`config.mk`:
```
export PLATFORM = sky130hd
export DESIGN_NAME = fpm_dram_ctrl
export DESIGN_NICKNAME = d
export VERILOG_FILES = /design/src/rtl/fpm_pkg.sv /design/src/rtl/fpm_refresh_timer.sv /design/src/rtl/fpm_cell_array.sv /design/src/rtl/fpm_dram_ctrl.sv
export SDC_FILE = /design/constraint.sdc
export NUM_CORES = 1
export LEC_CHECK = 0
export BUFFER_PORTS_ARGS = -buffer_cell sky130_fd_sc_hd__buf_4
export CAP_MARGIN = 20
export CORE_ASPECT_RATIO = 1.75
export CORE_MARGIN = 8
export CORE_UTILIZATION = 35
export CTS_BUF_LIST = sky130_fd_sc_hd__clkbuf_4 sky130_fd_sc_hd__clkbuf_8 sky130_fd_sc_hd__clkbuf_16
export DETAILED_ROUTE_END_ITERATION = 7
export HOLD_SLACK_MARGIN = 0.05
export SYNTH_ARGS = -nofsm -noshare
export SYNTH_HDL_FRONTEND = slang
export SYNTH_SLANG_ARGS = --single-unit
```
`constraint.sdc`:
```
create_clock -name clk -period 4.3 [get_ports clk]
set_clock_uncertainty 0.15 [all_clocks]
set_input_delay 0.645 -clock clk [delete_from_list [all_inputs] [get_ports clk]]
set_output_delay 0.645 -clock clk [all_outputs]
set_load 0.01 [all_outputs]
```
`src/rtl/fpm_pkg.sv`:
```
package fpm_pkg;
    typedef enum logic [2:0] {
        ST_IDLE,
        ST_PRECHARGE,
        ST_ROW_OPEN,
        ST_COL_ACCESS,
        ST_REF_CLOSE,
        ST_REF_ROW,
        ST_REF_DONE
    } ctrl_state_t;
endpackage

```
`src/rtl/fpm_refresh_timer.sv`:
```
module fpm_refresh_timer #(
    parameter int INTERVAL = 64,
    parameter int ROWS     = 4,
    localparam int CNTW    = (INTERVAL > 1) ? $clog2(INTERVAL) : 1,
    localparam int RW      = (ROWS > 1) ? $clog2(ROWS) : 1
) (
    input  logic          clk,
    input  logic          rst_n,
    input  logic          done,
    output logic          pending,
    output logic [RW-1:0] row
);
    logic [CNTW-1:0] cnt;
    logic            tick;

    assign tick = (cnt == CNTW'(INTERVAL - 1));

    always_ff @(posedge clk) begin
        if (!rst_n) begin
            cnt     <= '0;
            pending <= 1'b0;
            row     <= '0;
        end else begin
            cnt <= tick ? '0 : cnt + 1'b1;
            if (tick)
                pending <= 1'b1;
            else if (done)
                pending <= 1'b0;
            if (done)
                row <= (row == RW'(ROWS - 1)) ? '0 : row + 1'b1;
        end
    end

    // a refresh request stays pending until it has been served
    p_pending_held_r8: assert property (@(posedge clk) disable iff (!rst_n)
        (pending && !done) |=> pending);
endmodule

```
`src/rtl/fpm_cell_array.sv`:
```
module fpm_cell_array #(
    parameter int ROWS = 4,
    parameter int COLS = 4,
    parameter int DW   = 8,
    localparam int RW  = (ROWS > 1) ? $clog2(ROWS) : 1,
    localparam int CW  = (COLS > 1) ? $clog2(COLS) : 1,
    localparam int AW  = (RW > CW) ? RW : CW
) (
    input  logic          clk,
    input  logic          rst_n,
    input  logic          act,
    input  logic          pre,
    input  logic          rd,
    input  logic          wr,
    input  logic [AW-1:0] addr,
    input  logic [DW-1:0] wdata,
    output logic [DW-1:0] rdata
);
    logic [DW-1:0] grid   [ROWS][COLS];
    logic [DW-1:0] rowbuf [COLS];
    logic [RW-1:0] buf_row;

    always_ff @(posedge clk) begin
        if (!rst_n) begin
            for (int r = 0; r < ROWS; r++)
                for (int c = 0; c < COLS; c++)
                    grid[r][c] <= '0;
            for (int c = 0; c < COLS; c++)
                rowbuf[c] <= '0;
            buf_row <= '0;
            rdata   <= '0;
        end else begin
            if (act) begin
                rowbuf  <= grid[addr[RW-1:0]];
                buf_row <= addr[RW-1:0];
            end
            if (pre)
                grid[buf_row] <= rowbuf;
            if (rd)
                rdata <= rowbuf[addr[CW-1:0]];
            if (wr)
                rowbuf[addr[CW-1:0]] <= wdata;
        end
    end
endmodule

```
`src/rtl/fpm_dram_ctrl.sv`:
```
module fpm_dram_ctrl
    import fpm_pkg::*;
#(
    parameter int ROWS           = 4,
    parameter int COLS           = 4,
    parameter int DW             = 8,
    parameter int REFRESH_CYCLES = 64,
    localparam int RW            = (ROWS > 1) ? $clog2(ROWS) : 1,
    localparam int CW            = (COLS > 1) ? $clog2(COLS) : 1,
    localparam int AW            = (RW > CW) ? RW : CW,
    localparam int IW            = $clog2(ROWS * COLS)
) (
    input  logic          clk,
    input  logic          rst_n,
    input  logic          req_valid,
    output logic          req_ready,
    input  logic          req_write,
    input  logic [IW-1:0] req_index,
    input  logic [DW-1:0] req_wdata,
    output logic          rvalid,
    output logic [DW-1:0] rdata,
    output logic [AW-1:0] dram_addr,
    output logic          row_strobe,
    output logic          col_strobe,
    output logic          pre_strobe,
    output logic          refresh_active
);
    ctrl_state_t   state, state_nx;
    logic [RW-1:0] in_row, req_row_q, open_row, ref_row;
    logic [CW-1:0] in_col, req_col_q;
    logic [DW-1:0] req_wdata_q;
    logic          req_wr_q, row_open, ref_pending, ref_done, accept, hit;

    assign in_row    = RW'(req_index / IW'(COLS));
    assign in_col    = CW'(req_index % IW'(COLS));
    assign req_ready = (state == ST_IDLE) && !ref_pending;
    assign accept    = req_valid && req_ready;
    assign hit       = row_open && (in_row == open_row);
    assign ref_done  = (state == ST_REF_DONE);

    fpm_refresh_timer #(.INTERVAL(REFRESH_CYCLES), .ROWS(ROWS)) u_timer (
        .clk(clk), .rst_n(rst_n), .done(ref_done),
        .pending(ref_pending), .row(ref_row)
    );

    fpm_cell_array #(.ROWS(ROWS), .COLS(COLS), .DW(DW)) u_cells (
        .clk(clk), .rst_n(rst_n),
        .act(row_strobe), .pre(pre_strobe),
        .rd(col_strobe && !req_wr_q), .wr(col_strobe && req_wr_q),
        .addr(dram_addr), .wdata(req_wdata_q), .rdata(rdata)
    );

    // state register
    always_ff @(posedge clk) begin
        if (!rst_n) state <= ST_IDLE;
        else        state <= state_nx;
    end

    // next-state logic
    always_comb begin
        state_nx = state;
        unique case (state)
            ST_IDLE: begin
                if (ref_pending)
                    state_nx = row_open ? ST_REF_CLOSE : ST_REF_ROW;
                else if (req_valid)
                    state_nx = !row_open ? ST_ROW_OPEN :
                               (hit ? ST_COL_ACCESS : ST_PRECHARGE);
            end
            ST_PRECHARGE:  state_nx = ST_ROW_OPEN;
            ST_ROW_OPEN:   state_nx = ST_COL_ACCESS;
            ST_COL_ACCESS: state_nx = ST_IDLE;
            ST_REF_CLOSE:  state_nx = ST_REF_ROW;
            ST_REF_ROW:    state_nx = ST_REF_DONE;
            ST_REF_DONE:   state_nx = ST_IDLE;
            default:       state_nx = ST_IDLE;
        endcase
    end

    // command outputs
    always_comb begin
        row_strobe     = 1'b0;
        col_strobe     = 1'b0;
        pre_strobe     = 1'b0;
        refresh_active = 1'b0;
        dram_addr      = '0;
        unique case (state)
            ST_IDLE: ;
            ST_PRECHARGE: begin
                pre_strobe = 1'b1;
                dram_addr  = AW'(open_row);
            end
            ST_ROW_OPEN: begin
                row_strobe = 1'b1;
                dram_addr  = AW'(req_row_q);
            end
            ST_COL_ACCESS: begin
                col_strobe = 1'b1;
                dram_addr  = AW'(req_col_q);
            end
            ST_REF_CLOSE: begin
                pre_strobe     = 1'b1;
                refresh_active = 1'b1;
                dram_addr      = AW'(open_row);
            end
            ST_REF_ROW: begin
                row_strobe     = 1'b1;
                refresh_active = 1'b1;
                dram_addr      = AW'(ref_row);
            end
            ST_REF_DONE: begin
                pre_strobe     = 1'b1;
                refresh_active = 1'b1;
                dram_addr      = AW'(ref_row);
            end
            default: ;
        endcase
    end

    // request latch, open-row tracking, read-valid pulse
    always_ff @(posedge clk) begin
        if (!rst_n) begin
            req_row_q   <= '0;
            req_col_q   <= '0;
            req_wdata_q <= '0;
            req_wr_q    <= 1'b0;
            row_open    <= 1'b0;
            open_row    <= '0;
            rvalid      <= 1'b0;
        end else begin
            if (accept) begin
                req_row_q   <= in_row;
                req_col_q   <= in_col;
                req_wdata_q <= req_wdata;
                req_wr_q    <= req_write;
            end
            if (state == ST_ROW_OPEN) begin
                row_open <= 1'b1;
                open_row <= req_row_q;
            end else if (state == ST_PRECHARGE || state == ST_REF_CLOSE) begin
                row_open <= 1'b0;
            end
            rvalid <= (state == ST_COL_ACCESS) && !req_wr_q;
        end
    end

    p_strobe_onehot_r10: assert property (@(posedge clk) disable iff (!rst_n)
        $onehot0({row_strobe, col_strobe, pre_strobe}));
    p_rvalid_single_r3: assert property (@(posedge clk) disable iff (!rst_n)
        rvalid |=> !rvalid);
    p_rvalid_after_col_r3: assert property (@(posedge clk) disable iff (!rst_n)
        rvalid |-> $past(col_strobe));
    p_col_needs_open_r4: assert property (@(posedge clk) disable iff (!rst_n)
        col_strobe |-> row_open);
    p_row_after_pre_r5: assert property (@(posedge clk) disable iff (!rst_n)
        (state == ST_PRECHARGE) |=> (row_strobe && !refresh_active));
    p_no_col_in_refresh_r8: assert property (@(posedge clk) disable iff (!rst_n)
        refresh_active |-> (!col_strobe && !req_ready));
    p_refresh_first_r8: assert property (@(posedge clk) disable iff (!rst_n)
        (state == ST_IDLE && ref_pending) |=> refresh_active);
endmodule

```
# Word-level counts from Yosys, hierarchy flattened
# Memory sizes are Yosys's and may differ from the RTL's.
# Cells that the tools add are included.
# totals
regBits	71
mem_bits_rw	128
inputBits	16
output_inout_bits	16
word_cells	86
memories	1
# op_classes
n_addsub	2
magnitude_cmp	2
n_eq_ne	10
n_mux	32
bitwise_logic	2
n_reduce_logical	20
# mem_list
memory	depth	word_bits	read_ports	rd_clocked_by_memory_dff	write_ports	line	rtl
u_cells.grid	4	32	1	0	4	fpm_cell_array.sv:19	logic [DW-1:0] grid [ROWS][COLS];
# op_table
op	count
$mux W32	4
$bwmux W32	1
$reduce_or A32 Y1	1
$mux W8	3
$bmux W8 S2	1
$demux W8 S2	1
$pmux W3 S5	1
$mux W1	14
$eq A3 B3 Y1 const B	3
$mux W2	4
$pmux W2 S4	1
$reduce_or A2 Y1	4
$logic_and A1 B1 Y1	7
$add A6 B1 Y6 const B	1
$eq A3 B2 Y1 const B	2
$eq A6 B6 Y1 const B	1
$mux W3	2
$reduce_or A3 Y1	2
$reduce_bool A2 Y1	2
$eq A3 B1 Y1 const B	1
$ge A3 B3 Y1 const B	1
$logic_not A3 Y1	1
$lt A3 B1 Y1 const B	1
$ne A3 B2 Y1 const B	1
7 further kinds	8

# Logic depth before layout (Yosys ltp)
# Gate-level depths: netlist of the first run.
# depth
depth_word	10
ltp_mapped	9
depth_no_buf	5

# By module
# From an unflattened synthesis of the first run, not the netlist that was laid out.
# hier_totals
hier_cells	709
area_unflattened_um2	8991.1
# modules_own_cells
module	n_inst	cells_each	area_each_um2	seq_area_each_um2
fpm_cell_array	1	556	7603.5	4684.5
fpm_dram_ctrl	1	117	1027.2	400.4
fpm_refresh_timer	1	36	360.3	180.2

# Worst setup path before layout of the first run
# OpenSTA, ideal clock, no wires.
# synth_path
kind	input -> register
startpoint	in rst_n
endpoint	mem u_cells.grid[1][0] (netlist name), enable pin
setup_ns	0.466
t_arrival_ns	3.395
t_required_ns	3.684
slack_ns	0.290
cell_stages	3
n_path_buf	1
path_cell_list	clkbuf_1 o211ai_1 o21ai_0
# synth_lines
item	line	rtl
start: declaration	fpm_dram_ctrl.sv:14	input logic rst_n,
end: declaration	fpm_cell_array.sv:19	

# Final worst setup path of the first run
# layout_path
startpoint	reg state[1]
endpoint	out dram_addr[0]
# layout_via
elab_chain_cells	3
word_cells_on_any_way	9
cone_classes	eq/ne: 6; mux: 1; reduce/logical: 2
# layout_lines
item	line	rtl
start: declaration	fpm_dram_ctrl.sv:28	ctrl_state_t state, state_nx;
start signal: assignment	fpm_dram_ctrl.sv:56	else state <= state_nx;
$eq A3 B3 Y1 / $eq A3 B1 Y1 (equally long branches)	fpm_dram_ctrl.sv:87	unique case (state)
$reduce_or A2 Y1 (no source line)	-	
$pmux W2 S4 *	fpm_dram_ctrl.sv:87	
end: declaration	fpm_dram_ctrl.sv:22	output logic [AW-1:0] dram_addr,
# Mark *: on every way between the ends. The rest lies on a longest branch, timed or not.

==> metrics, run 1 <==
fmax=approximately 0.30 GHz; Detailed Routing Iterations Pass 1=5; worst slack, placed=1.23 ns; max_cap viols=0; Post-Syn Area=9970 µm²; grt total ovfl=0; RSZ-0062 raised after global routing=false; IO Count=32; most common cell after layout, fill and taps aside=and2_1; post-detail-place hpwl=about 16 mm; Rows=82; post-cts hold buffer count=0; vias in the first global route=a little under 7000; antenna-violating nets left=0; setup TNS=0 ns; Total Nets Final=882; Hold Crit Class=primary input to flip-flop; worst stage delay on the critical path=0.75 ns; part of the cycle the worst path needs=78.1%; chip width=144 µm; via/cell ratio=around 5.4; EDFF count, synth=128; total vias in the final route=6738; CTS sink count=around 200; Startpoint Class=flip-flop; most frequent cells in the layout=and2_1 (133), o21bai_1 (128), edfxtp_1 (128); ys async rst share=0%; first-pass GRT wire length=40.1 mm; Area contributors post-synth=edfxtp_1 (39%), dfxtp_1 (14%), o21bai_1 (9.6%), mux2i_1 (8.4%), and2_1 (8.3%); Pins Over Slew Limit=0; core area=approximately 28000 µm²; filler cell count=2808; actual slew at the worst max-slew pin=0.936 ns; DRC errors left=0; area grow syn2layout=11.4%; status=finished clean; Finish-stage setup viols=0; PwrDens=463 nW/µm²; Reg area=5270 µm²; Synth cell types=approximately 50; register area share after synthesis=52.8%; top_reg_cell synth=edfxtp_1; antenna cells=0; Max IR drop VDD=approximately 0.00043 V; routability congestion estimate=approximately 0.75; First DRT Iteration DRCs=429; crit-path max FO=50; critical path, cell by cell=inv_1 -> mux4_2 -> clkinv_4 -> buf_4; antenna violations before repair=0; DR WL/cell=around 20 µm; final hold slack=around 0.3 ns; endpoints failing hold=0; CTS tree=done; Yosys top cell area share=between 30% and 40%; Clock Latency Late Sink=between 0.4 and 0.5 ns; Worst Reg2Reg Path Length in Cells=5; post-route minimum period=3.36 ns; Mapped Avg Cell Area=11.4 µm²; clock-pin slew on the worst setup and hold paths=approximately 0.08 ns; Synth Net Count=896; layout cells sized above 1=12.4%; H-tree Lvls=4; GR Util All Layers=15.4%; Post-Synthesis Cells=approximately 900; chip height=239 µm; Setup CP Type=flip-flop to output port; Die ar.=34400 µm²; synthesis warning total=0; Initial Utilization=35.2%; Slowest cell on crit path=dfxtp_1; data arrival time of the worst path=2.56 ns; I/O Buffers=31; Relative slew margins=37.6%; CTS root buffer=clkbuf_16; leakage=between 3 and 4 nW; CP Data Required Time=between 3 and 4 ns; Inserted Clock Buffers=17; post_cts resized=0; DRT Wirelength=25.3 mm; hold path cells=3; area leader, netlist=edfxtp_1; Seq cells post-synth=199; Setup Buffers After CTS=0; Clock Path Buffers=2; area of the multi-input gates=between 4000 and 5000 µm²; critical path endpoint category=output port; largest net degree at the start of global routing=67; fin worst setup slack=0.940 ns
logic make-up after synthesis:
family	after synthesis	synth area share [%]
multiplexers	86	8.77
XOR/XNOR	7	0.615
AO/OA/AOI/OAI	234	17.5
AND/OR/NAND/NOR	261	15.6
buffers and inverters	89	4.47
adder cells (fa/ha/maj)	2	0.251
flip-flops	199	52.8
metrics by stage:
step / instances / util [%] / power, W / area [µm²]
floorplan: 878 / - / 0.00322 / 9970
global route: 1255 / 39.2 / 0.00538 / 11100
CTS: 1255 / 39.2 / 0.00518 / 11100
detailed placement: 1223 / 37.1 / 0.00358 / 10500
finish: 1255 / 39.2 / 0.00515 / 11100
global placement: 1223 / 37.1 / 0.00356 / 10500
state kept, by name, summed over array words and instances (netlist names):
signal and count:
u_cells.grid 128, u_cells.rowbuf 32, req_wdata_q 8, u_cells.rdata 8, u_timer.cnt 6, state 3, open_row 2, req_col_q 2
req_row_q 2, u_cells.buf_row 2, u_timer.row 2, req_wr_q 1, row_open 1, rvalid 1, u_timer.pending 1
layer usage:
metal  vias up  track usage [%]  part of all wire (%)
met5         -                0                     0
met4         0             5.96                   2.6
met3        38             2.51                   2.9
met2       137             28.0                    54
met1      3363             17.5                    41
li1       3200                -                     -
critical path: cells and delay by family (launching register included):
kind | cells | cell delay [ns]
buf+inv | 3 | 1.02
mux | 1 | 0.33
flops | 1 | 0.75
power by group:
group          internal [W]  switching, W
registers           0.00223      0.000256
logic              0.000427      0.000611
clock network      0.000837      0.000785
final cells by class:
| cell class | count | area share [%] |
|---|---|---|
| Sequential cell | 199 | 47.4 |
| Multi-Input combinational cell | 590 | 39.1 |
| Clock buffer | 19 | 4.28 |
| Tap cell | 378 | 4.26 |
| Timing Repair Buffer | 51 | 3.67 |
| Clock inverter | 13 | 1.07 |
| Inverter | 5 | 0.214 |
path summary, 6_finish.rpt:
| path | slack, ns | endpoint | startpoint |
|---|---|---|---|
| worst max-delay path | 0.94 | dram_addr[0] | state[1]$_SDFFE_PN0P_ |
| worst max register to register | 1.24 | u_cells.grid[2][0]$_SDFFCE_PN0P_ | state[2]$_SDFFE_PN0P_ |
| worst min-delay path | 0.30 | req_wdata_q[6]$_SDFFE_PN0P_ | req_wdata[6] |
| worst min register to register | 0.30 | u_timer.cnt[0]$_SDFF_PP0_ | u_timer.cnt[0]$_SDFF_PP0_ |
cell usage after synthesis (all sizes together) (9+ instances only):
cell type	n
mux2i	84
a211oi	32
dfxtp	71
buf	22
o31ai	32
and2	133
a21boi	18
nor2	9
nor4	33
clkbuf	62
o21bai	128
nand2	52
edfxtp	128
No activity file was read; power rests on OpenSTA's default activity.
==> run 2: changes to the inputs <==
ABC_AREA = 1   (was default)
clock period = 3.31 ns   (was 4.3 ns; I/O delays follow)
==> metrics, run 2 <==
critical path endpoint category=output port; CTS sink count=199 (unchanged); post-route minimum period=between 2 and 3 ns; antenna-violating nets left=0 (unchanged); Reg area=5270 µm² (unchanged); status=finished clean; actual slew at the worst max-slew pin=0.823 ns (-0.113 ns); sequential power share=48.5% (+0.2 points); part of the cycle the worst path needs=a little under nine tenths; Post-Syn Area=9530 µm² (-4.5%); largest net degree at the start of global routing=65 (-3.0%); I/O Buffers=31 (unchanged); CTS root buffer=clkbuf_16; Hold Crit Class=primary input to flip-flop; Post-Synthesis Cells=1128 (+28%); most common cell after layout, fill and taps aside=nand2_1; Mapped Avg Cell Area=8.45 µm² (-26%); Synth cell types=36 (-27%); worst slack, placed=0.726 ns (-0.505 ns); largest registers=u_cells.grid x128, u_cells.rowbuf x32; First DRT Iteration DRCs=406 (-5.4%); core area=27000 µm² (-4.6%); routability congestion estimate=0.800 (+6.6%); Setup CP Type=flip-flop to output port; setup TNS=0 ns (unchanged); grt total ovfl=0 (unchanged); top_reg_cell synth=edfxtp_1; GR Util All Layers=16.6% (+1.2 points); Clock Path Buffers=2 (unchanged); Die ar.=33000 µm² (-4.1%); CTS tree=done; Pins Over Slew Limit=0 (unchanged); leakage=4.23 nW (+6.0%); Largest Register=u_cells.grid; Max IR drop VDD=0.000352 V (-17%); Pint=0.00432 W (+24%); Largest register FFs=128 (unchanged); clock-pin slew on the worst setup and hold paths=0.07 ns (about the same); first-pass GRT wire length=41.8 mm (+4.1%); area leader, netlist=edfxtp_1; filler cell count=2757 (-1.8%); IO Count=32 (unchanged); Combinational Power Share=15.6% (-4.6 points); Setup Buffers After CTS=0 (unchanged); register area share after synthesis=55.2% (+2.5 points); RSZ-0062 raised after global routing=false; Inserted Clock Buffers=17 (unchanged); most frequent cells in the layout=nand2_1 (363), nor2_1 (156), edfxtp_1 (128); fin worst setup slack=0.474 ns (-0.466 ns); Yosys top cell area share=40.3% (+1.8 points); Initial Utilization=35.3% (+0.039 points); DRT Wirelength=26.4 mm (+4.2%); Area contributors post-synth=edfxtp_1 (40%), dfxtp_1 (15%), nand2_1 (14%), nor2_1 (6.1%), nand4_1 (4.3%); NetSw=0.00170 W (+2.8%); Detailed Routing Iterations Pass 1=5 (unchanged); synthesis warning total=0 (unchanged); endpoints failing hold=0 (unchanged); via/cell ratio=5.21 (-2.9%); Synth Net Count=1146 (+28%); fmax=about 0.35 GHz; PnR Total Power=0.00602 W (+17%); crit-path max FO=24 (-52%); Startpoint Class=flip-flop; post-detail-place hpwl=16.0 mm (+1.4%); post_cts resized=0 (unchanged); chip width=141 µm (-2.0%); post-cts hold buffer count=0 (unchanged); most numerous cell in the Yosys netlist=nand2_1; Relative slew margins=45.1% (+7.5 points); PwrDens=570 nW/µm² (+23%); chip height=234 µm (-2.1%); Rows=80 (-2.4%); max_cap viols=0 (unchanged); Seq cells post-synth=199 (unchanged); antenna violations before repair=0 (unchanged); Clock Latency Late Sink=0.45 ns (about the same); H-tree Lvls=4 (unchanged); area grow syn2layout=10.9%; data arrival time of the worst path=2.19 ns (-0.37 ns); Finish-stage setup viols=0 (unchanged); area of the multi-input gates=3520 µm² (-19%); Clk pwr share=36.0% (+4.5 points); total vias in the final route=7674 (+14%); CP Data Required Time=2.66 ns (-0.84 ns); EDFF count, synth=128 (unchanged); DR WL/cell=17.9 µm (-11%); vias in the first global route=7859 (+15%); Total Nets Final=1149 (+30%); ys async rst share=0% (unchanged); Post-synth top cells=nand2_1 (363), nor2_1 (156), edfxtp_1 (128), inv_1 (77), dfxtp_1 (71); DRC errors left=0 (unchanged); switching share of total power=28.2% (-3.9 points); layout cells sized above 1=10.9% (-1.5 points); antenna cells=0 (unchanged)
[run 2: cell type report]
| type | instances | share of cell area [%] |
|---|---|---|
| Clock buffer | 26 | 5.55 |
| Clock inverter | 6 | 0.426 |
| Inverter | 86 | 3.08 |
| Multi-Input combinational cell | 772 | 33.3 |
| Sequential cell | 199 | 49.8 |
| Tap cell | 328 | 3.88 |
| Timing Repair Buffer | 55 | 3.91 |
[run 2: critical path, cell delays in order, from the launching register on]
cell and delay, ns:
dfxtp_1 0.61, inv_2 0.11, a21oi_1 0.23, nand3_2 0.16, nand3_4 0.40, buf_4 0.21
[run 2: metal layers]
metal / GRT usage (%) / vias to the layer above / share of wire (%) / routed length (µm)
li1: - / 3697 / - / -
met1: 16.8 / 3677 / 37 / 9780
met2: 31.8 / 240 / 55 / 14400
met3: 3.04 / 60 / 4.8 / 1270
met4: 8.64 / 0 / 3.4 / 890
met5: 0 / - / 0 / 0
[run 2: through the flow]
stage | cells | utilization (%) | area (µm²) | hold WS, ns
2_1_floorplan | 1128 | - | 9530 | 0.268
3_3_place_gp | 1440 | 36.8 | 9930 | 0.281
3_5_place_dp | 1440 | 36.8 | 9930 | 0.287
4_1_cts | 1472 | 39.1 | 10600 | 0.152
5_1_grt | 1472 | 39.1 | 10600 | 0.168
6_report | 1472 | 39.1 | 10600 | 0.172
[run 2: cells by family (layout without fill, tap and decap cells)]
logic type      after synthesis  count (layout)  synth area share (%)
fa+ha+maj                     2               2                 0.263
buf+inv                     157             173                  7.82
flops                       199             199                  55.2
simple gates                646             646                  29.6
xor+xnor                      5               5                 0.459
compound gates              119             119                  6.56
[run 2: final timing paths]
kind	from	end	slack, ns	cells after the start
hold / removal	req_index[0]	req_col_q[0]$_SDFFE_PN0P_	0.17	3
setup / recovery	state[2]$_SDFFE_PN0P_	dram_addr[1]	0.47	5
setup reg to reg	state[2]$_SDFFE_PN0P_	u_cells.rowbuf[26]$_SDFF_PN0_	0.71	9
hold reg to reg	u_timer.cnt[0]$_SDFF_PP0_	u_timer.cnt[0]$_SDFF_PP0_	0.30	1
[run 2: power groups by stage]
stage | clock, W | combinational [W] | sequential, W
global route | 0.00228 | 0.00105 | 0.00293
global placement | 0 | 0.000935 | 0.00297
detailed placement | 0 | 0.000943 | 0.00297
CTS | 0.00220 | 0.000947 | 0.00291
finish | 0.00217 | 0.000936 | 0.00292
floorplan | 0 | 0.000669 | 0.00293
